$ cat src/rtl/dbrk_pkg.sv
package dbrk_pkg;
  // control word bit positions
  localparam int LD_BIT   = 31;
  localparam int ST_BIT   = 30;
  // status word fields
  localparam int LVL_LSB  = 0;
  localparam int LVL_W    = 4;
  localparam int EXCM_BIT = 4;
  // cause word fields
  localparam int CAUSE_IDX_LSB = 8;
  localparam int CAUSE_VEC_LSB = 16;

  typedef enum logic [1:0] {
    RK_ADDR  = 2'd0,
    RK_CTRL  = 2'd1,
    RK_CSPC  = 2'd2,
    RK_EPS   = 2'd3
  } reg_kind_e;
endpackage

$ cat src/rtl/dbrk_mask.sv
// Builds the effective comparison mask from a mask field, repairing
// a non-contiguous pattern to its leading run of ones.
module dbrk_mask #(
  parameter int AW     = 32,
  parameter int MASK_W = 6
) (
  input  logic [MASK_W-1:0] field,
  output logic [AW-1:0]     eff_mask
);
  localparam int LW = $clog2(AW + 1);

  logic [AW-1:0] raw;
  logic [AW-1:0] inv;
  logic [AW-1:0] probe;
  logic [LW-1:0] lead;
  logic          seen_zero;

  always_comb begin
    raw   = {{(AW-MASK_W){1'b1}}, field};
    inv   = ~raw;
    probe = (inv + {{(AW-1){1'b0}}, 1'b1}) & inv;
    lead      = '0;
    seen_zero = 1'b0;
    for (int b = AW - 1; b >= 0; b--) begin
      if (!seen_zero && raw[b]) lead = lead + LW'(1);
      else                      seen_zero = 1'b1;
    end
    if (probe != '0) eff_mask = {AW{1'b1}} << (AW - int'(lead));
    else             eff_mask = raw;
  end
endmodule

$ cat src/rtl/dbrk_match.sv
// Compares one access against one breakpoint.
module dbrk_match #(
  parameter int AW = 32
) (
  input  logic [AW-1:0] eff_mask,
  input  logic [AW-1:0] bp_addr,
  input  logic          ld_en,
  input  logic          st_en,
  input  logic          acc_valid,
  input  logic          acc_store,
  input  logic [AW-1:0] acc_addr,
  output logic          hit
);
  logic kind_ok;
  logic addr_ok;

  always_comb begin
    kind_ok = acc_store ? st_en : ld_en;
    addr_ok = ((acc_addr ^ bp_addr) & eff_mask) == '0;
    hit     = acc_valid && kind_ok && addr_ok;
  end
endmodule

$ cat src/rtl/dbrk_regs.sv
// Breakpoint address and control storage with the write decoder.
module dbrk_regs #(
  parameter int NUM_BP = 2,
  parameter int AW     = 32,
  parameter int MASK_W = 6,
  parameter int IDX_W  = 1
) (
  input  logic                    clk,
  input  logic                    rst,
  input  logic                    wr_en,
  input  logic [IDX_W+1:0]        wr_addr,
  input  logic [AW-1:0]           wr_data,
  output logic [NUM_BP-1:0][AW-1:0]     bp_addr,
  output logic [NUM_BP-1:0]             bp_ld,
  output logic [NUM_BP-1:0]             bp_st,
  output logic [NUM_BP-1:0][MASK_W-1:0] bp_field
);
  import dbrk_pkg::*;

  logic [1:0]       wkind;
  logic [IDX_W-1:0] widx;

  assign wkind = wr_addr[IDX_W+1:IDX_W];
  assign widx  = wr_addr[IDX_W-1:0];

  for (genvar g = 0; g < NUM_BP; g++) begin : g_bp
    logic sel;
    assign sel = wr_en && (widx == IDX_W'(g));
    always_ff @(posedge clk) begin
      if (rst) begin
        bp_addr[g]  <= '0;
        bp_ld[g]    <= 1'b0;
        bp_st[g]    <= 1'b0;
        bp_field[g] <= '0;
      end else if (sel) begin
        if (wkind == RK_ADDR) bp_addr[g] <= wr_data;
        if (wkind == RK_CTRL) begin
          bp_ld[g]    <= wr_data[LD_BIT];
          bp_st[g]    <= wr_data[ST_BIT];
          bp_field[g] <= wr_data[MASK_W-1:0];
        end
      end
    end
  end
endmodule

$ cat src/rtl/dbrk_entry.sv
// Priority selection and debug-entry bookkeeping registers.
module dbrk_entry #(
  parameter int NUM_BP    = 2,
  parameter int AW        = 32,
  parameter int IDX_W     = 1,
  parameter int DBG_LEVEL = 6
) (
  input  logic              clk,
  input  logic              rst,
  input  logic [NUM_BP-1:0] hit_vec,
  input  logic [AW-1:0]     acc_pc,
  input  logic [AW-1:0]     acc_status,
  output logic              bp_hit,
  output logic              dbg_take,
  output logic [AW-1:0]     dbg_cause,
  output logic [AW-1:0]     dbg_epc,
  output logic [AW-1:0]     dbg_eps,
  output logic [AW-1:0]     dbg_status
);
  import dbrk_pkg::*;

  logic [IDX_W-1:0] prim;
  logic             any_hit;
  logic             level_ok;
  logic             enter;
  logic [AW-1:0]    nxt_status;
  logic [AW-1:0]    nxt_cause;

  always_comb begin
    prim = '0;
    for (int i = NUM_BP - 1; i >= 0; i--) begin
      if (hit_vec[i]) prim = IDX_W'(i);
    end
    any_hit  = |hit_vec;
    level_ok = acc_status[LVL_LSB +: LVL_W] < LVL_W'(DBG_LEVEL);
    enter    = any_hit && level_ok;

    nxt_status = acc_status;
    nxt_status[LVL_LSB +: LVL_W] = LVL_W'(DBG_LEVEL);
    nxt_status[EXCM_BIT]         = 1'b1;

    nxt_cause = '0;
    nxt_cause[0] = 1'b1;
    nxt_cause[CAUSE_IDX_LSB +: IDX_W]  = prim;
    nxt_cause[CAUSE_VEC_LSB +: NUM_BP] = hit_vec;
  end

  always_ff @(posedge clk) begin
    if (rst) begin
      bp_hit     <= 1'b0;
      dbg_take   <= 1'b0;
      dbg_cause  <= '0;
      dbg_epc    <= '0;
      dbg_eps    <= '0;
      dbg_status <= '0;
    end else begin
      bp_hit   <= any_hit;
      dbg_take <= enter;
      if (enter) begin
        dbg_cause  <= nxt_cause;
        dbg_epc    <= acc_pc;
        dbg_eps    <= acc_status;
        dbg_status <= nxt_status;
      end
    end
  end
endmodule

$ cat src/rtl/dbrk_unit.sv
// Top level: breakpoint storage, parallel matchers, entry logic, readback.
module dbrk_unit #(
  parameter int NUM_BP    = 2,
  parameter int AW        = 32,
  parameter int MASK_W    = 6,
  parameter int DBG_LEVEL = 6,
  localparam int IDX_W    = (NUM_BP > 1) ? $clog2(NUM_BP) : 1
) (
  input  logic             clk,
  input  logic             rst,
  input  logic             wr_en,
  input  logic [IDX_W+1:0] wr_addr,
  input  logic [AW-1:0]    wr_data,
  input  logic             rd_en,
  input  logic [IDX_W+1:0] rd_addr,
  output logic [AW-1:0]    rd_data,
  input  logic             acc_valid,
  input  logic             acc_store,
  input  logic [AW-1:0]    acc_addr,
  input  logic [AW-1:0]    acc_pc,
  input  logic [AW-1:0]    acc_status,
  output logic             bp_hit,
  output logic             dbg_take,
  output logic [AW-1:0]    dbg_cause,
  output logic [AW-1:0]    dbg_epc,
  output logic [AW-1:0]    dbg_eps,
  output logic [AW-1:0]    dbg_status
);
  import dbrk_pkg::*;

  logic [NUM_BP-1:0][AW-1:0]     bp_addr;
  logic [NUM_BP-1:0]             bp_ld;
  logic [NUM_BP-1:0]             bp_st;
  logic [NUM_BP-1:0][MASK_W-1:0] bp_field;
  logic [NUM_BP-1:0][AW-1:0]     bp_mask;
  logic [NUM_BP-1:0]             hit_vec;

  dbrk_regs #(.NUM_BP(NUM_BP), .AW(AW), .MASK_W(MASK_W), .IDX_W(IDX_W)) u_regs (
    .clk(clk), .rst(rst), .wr_en(wr_en), .wr_addr(wr_addr), .wr_data(wr_data),
    .bp_addr(bp_addr), .bp_ld(bp_ld), .bp_st(bp_st), .bp_field(bp_field)
  );

  for (genvar g = 0; g < NUM_BP; g++) begin : g_cmp
    dbrk_mask #(.AW(AW), .MASK_W(MASK_W)) u_mask (
      .field(bp_field[g]), .eff_mask(bp_mask[g])
    );
    dbrk_match #(.AW(AW)) u_match (
      .eff_mask(bp_mask[g]), .bp_addr(bp_addr[g]),
      .ld_en(bp_ld[g]), .st_en(bp_st[g]),
      .acc_valid(acc_valid), .acc_store(acc_store), .acc_addr(acc_addr),
      .hit(hit_vec[g])
    );
  end

  dbrk_entry #(.NUM_BP(NUM_BP), .AW(AW), .IDX_W(IDX_W), .DBG_LEVEL(DBG_LEVEL)) u_entry (
    .clk(clk), .rst(rst), .hit_vec(hit_vec), .acc_pc(acc_pc), .acc_status(acc_status),
    .bp_hit(bp_hit), .dbg_take(dbg_take), .dbg_cause(dbg_cause),
    .dbg_epc(dbg_epc), .dbg_eps(dbg_eps), .dbg_status(dbg_status)
  );

  // readback
  logic [1:0]       rkind;
  logic [IDX_W-1:0] ridx;
  logic             ridx_ok;
  logic [AW-1:0]    rd_word;

  assign rkind   = rd_addr[IDX_W+1:IDX_W];
  assign ridx    = rd_addr[IDX_W-1:0];
  assign ridx_ok = int'(ridx) < NUM_BP;

  always_comb begin
    rd_word = '0;
    unique case (rkind)
      RK_ADDR: if (ridx_ok) rd_word = bp_addr[ridx];
      RK_CTRL: if (ridx_ok) begin
        rd_word[LD_BIT]       = bp_ld[ridx];
        rd_word[ST_BIT]       = bp_st[ridx];
        rd_word[MASK_W-1:0]   = bp_field[ridx];
      end
      RK_CSPC: rd_word = (ridx == '0) ? dbg_cause : dbg_epc;
      RK_EPS:  rd_word = dbg_eps;
      default: rd_word = '0;
    endcase
  end

  always_ff @(posedge clk) begin
    if (rst)        rd_data <= '0;
    else if (rd_en) rd_data <= rd_word;
  end
endmodule

$ cat config.mk
export PLATFORM = sky130hd
export DESIGN_NAME = dbrk_unit
export DESIGN_NICKNAME = d
export VERILOG_FILES = /design/src/rtl/dbrk_pkg.sv /design/src/rtl/dbrk_mask.sv /design/src/rtl/dbrk_match.sv /design/src/rtl/dbrk_regs.sv /design/src/rtl/dbrk_entry.sv /design/src/rtl/dbrk_unit.sv
export SDC_FILE = /design/constraint.sdc
export NUM_CORES = 1
export LEC_CHECK = 0
export BUFFER_PORTS_ARGS = -buffer_cell sky130_fd_sc_hd__buf_2
export CAP_MARGIN = 20
export CORE_MARGIN = 10
export CORE_UTILIZATION = 50
export CTS_BUF_LIST = sky130_fd_sc_hd__clkbuf_4 sky130_fd_sc_hd__clkbuf_8 sky130_fd_sc_hd__clkbuf_16
export DETAILED_ROUTE_END_ITERATION = 10
export PLACE_DENSITY = 0.78
export SYNTH_ARGS = -nofsm -noshare
export SYNTH_HDL_FRONTEND = slang
export SYNTH_SLANG_ARGS = --single-unit
$ cat constraint.sdc
create_clock -name clk -period 5.5 [get_ports clk]
set_input_delay 0.825 -clock clk [delete_from_list [all_inputs] [get_ports clk]]
set_output_delay 0.825 -clock clk [all_outputs]
set_load 0.01 [all_outputs]
==> metrics.txt <==
hold path endpoint=rd_data[3]; CORE AREA=19,530 um^2; DRC=0; antenna violations before repair=1; R2R depth=15; H-tree levels=4; Syn Std Cell Area=9937 um^2; Place WS=1.223 ns; total setup buffers inserted after CTS=0; Skew-Pair Late Insertion Delay=0.44 ns; RR Startpoint=u_regs.bp_field[10]; CTS tree=built; delay-heaviest family, CP=simple AND/OR/NAND/NOR gates; sequential area share after synthesis=0.3667; most used cell, CP=ha_1; CP peak stage delay=0.95 ns; Worst Path Buf+Inv=2; total CTS buffers=17; critical path's slowest cell=or4_2; Power Total=2.804 mW; clock root buffer=clkbuf_16; via-per-instance ratio=5.619; syn avg cell area=7.638 um^2; Finished Cell Area=11,470 um^2; post-CTS resize count=0; Hold Crit Class=flop to flop; hold_sp=rd_data[3]; routability-driven placement congestion ratio=0.8881; startpoint types=flop; DR iter-0 viols=944; Routed wire per std cell=20.01 um; status=finished clean; Mapped Cells=1,301; global-route wire length before repair=53,370 um; largest net degree at the start of global routing=129; total clock sinks=182; EDFF count, synth=0; total routed wirelength=35,010 um; r2r endpoint=u_entry.dbg_epc[16]; GRT Residual Overflow=0; layout cell share with drive strength beyond 1=0.2269; PnR worst setup slack=1.162 ns; Ports=302; Site Rows=51; relative slew slack=0.3476; synth warn=0; post-synthesis cell type count=69; Non-Filler Instances=1,750; setup TNS=0 ns; clock-pin slew on the worst setup and hold paths=0.07 ns; CTS Hold Buffers Added=0; PD cells=244.5 nW/um^2; critical path class=flop to flop; Yosys reg bits=182; Max clock buf depth=2; RSZ-0062 raised after global routing=false; die height=161.0 um; CP endpoint kind=flop; Worst Hold Path Cells=2; CP Cell Sequence=nand2_2 -> inv_2 -> nand2_1 -> ha_1 -> o21ai_0 -> ha_1 -> and3_1 -> o22ai_1 -> nor2b_1 -> a311oi_2 -> o211ai_2 -> or4_2 -> buf_12 -> nand3_1 -> a21oi_1; Async S/R FF share, synth=0; leakage=4.651 nW; setup violators final=0; vias in the first global route=9,370; Fin. Hold Viols=0; Vias=9,834; dpl hpwl=25,550 um; post-synth top area share=0.3667; area leader, netlist=dfxtp_1; nets=1,618; max cap viols=0; Die X=161.0 um; Placed Instances=1,718; Final period util=0.7887; max-slew violations=0; Req. time, crit path=5.77 ns; R2R Setup Slk=1.16 ns; top post-synthesis cells by area=dfxtp_1 (37%), nand2_1 (9.4%), a21oi_1 (9.2%), buf_4 (4.9%), nand3_1 (3.4%); initial core utilization=0.5089; GRT Util Overall=0.2547; max frequency=230.5 MHz; CP arrival=4.61 ns; # diodes=0; Final ANT Viol Nets=0; Worst-Margin Slew=0.9786 ns; CP max FO=49; Worst IR Drop VDD=209.6 uV; clk_skew=0.01212 ns; 1st-pass router iterations=6; Placed Area=10,900 um^2; area added between synthesis and finish=15.42%; Main synth FF type=dfxtp_1; Port-buffer cells=271; Die Area=25,910 um^2; fin crit period=4.338 ns
-- cell usage after synthesis, types with 10 or more instances --
cell,instances
nand2_1,249
a21oi_1,182
dfxtp_1,182
nand3_1,68
buf_4,65
clkbuf_1,65
o21ai_0,63
o21ai_1,60
nor2_1,49
xor2_1,37
mux2i_1,33
xnor2_1,30
nor2b_1,28
nand2b_1,17
o211ai_1,14
buf_6,13
nor3_1,11
nor4_1,10
-- layout by cell type (no fill, tap or decap), types with 6 or more instances in the layout --
cell type,netlist,routed
a21oi_1,182,182
and2_1,6,6
buf_2,9,270
buf_4,65,13
clkbuf_16,0,17
conb_1,1,30
dfxtp_1,182,182
ha_1,6,6
inv_1,8,8
mux2i_1,33,33
mux4_2,6,6
nand2_1,249,249
nand2b_1,17,17
nand3_1,68,68
nand4_1,7,7
nor2_1,49,49
nor2b_1,28,28
nor3_1,11,10
nor4_1,10,10
o211ai_1,14,14
o21ai_0,63,63
o21ai_1,60,60
xnor2_1,30,30
xor2_1,37,37
-- flip-flops by register name, indices dropped and copies added (netlist names) --
signal             count
u_regs.bp_field       12
u_entry.dbg_eps       32
u_entry.dbg_epc       32
u_entry.dbg_take       1
u_regs.bp_st           2
u_regs.bp_addr        64
u_entry.bp_hit         1
rd_data               32
u_regs.bp_ld           2
u_entry.dbg_cause      4
-- routing by layer --
layer | GRT usage | vias up | part of all wire
met5 | 0 | - | 0.00037
met3 | 0.06050 | 58 | 0.087
met2 | 0.3930 | 501 | 0.45
met4 | 0.08809 | 2 | 0.025
met1 | 0.3413 | 4538 | 0.44
li1 | - | 4735 | -
-- kinds of logic after synthesis --
group                    after synthesis  synth area share
AND/OR/NAND/NOR                      468            0.2138
flip-flops                           182            0.3667
adder cells (fa/ha/maj)                6          0.007555
buffers and inverters                171            0.1007
XOR/XNOR                              67           0.05905
AO/OA/AOI/OAI                        366            0.2039
multiplexers                          40           0.04797
other                                  1         0.0003774
-- power by group --
group / switching [mW] / internal, mW / leakage, nW
combinational: 0.166 / 0.0959 / 2.91
clock: 0.589 / 0.605 / 0.269
sequential: 0.0168 / 1.33 / 1.47
-- worst register-to-register path, stage by stage, from the launching register on --
cell      delay (ns)
dfxtp_1         0.53
nand2_2         0.18
inv_2           0.17
nand2_1         0.09
ha_1            0.29
o21ai_0         0.18
ha_1            0.32
and3_1          0.22
o22ai_1         0.10
nor2b_1         0.17
a311oi_2        0.31
o211ai_2        0.17
or4_2           0.95
buf_12          0.29
nand3_1         0.15
a21oi_1         0.07
-- how the worst max path moves through the flow --
stage                              startpoint  cells past startpoint  slack [ns]                     to
final                     u_regs.bp_field[10]                     15        1.16    u_entry.dbg_epc[16]
after global routing       u_regs.bp_field[5]                     14        0.77    u_entry.dbg_epc[23]
after CTS                 u_regs.bp_field[10]                     15        1.23  u_entry.dbg_cause[16]
after detailed placement  u_regs.bp_field[10]                     15        1.22  u_entry.dbg_cause[16]
after global placement     u_regs.bp_field[6]                     12        1.04  u_entry.dbg_cause[16]
after floorplan           u_regs.bp_field[11]                     18        1.97  u_entry.dbg_cause[16]
-- cell type report --
| type | count | area, um^2 |
|---|---|---|
| fillers | 1857 | 8056 |
| multi-input cells | 977 | 5409 |
| flip-flops and latches | 182 | 3643 |
| repair buffers | 285 | 1480 |
| clock buffers | 18 | 432.9 |
| well taps | 265 | 331.6 |
| clock inverters | 14 | 138.9 |
| inverters | 9 | 33.78 |
-- per-stage QoR --
stage | hold WS, ns | util
floorplan | 0.4456 | -
global placement | 0.4423 | 0.5571
detailed placement | 0.4594 | 0.5581
CTS | 0.4715 | 0.5874
global route | 0.4962 | 0.5874
finish | 0.4694 | 0.5874
(Power assumes the default switching activity.)
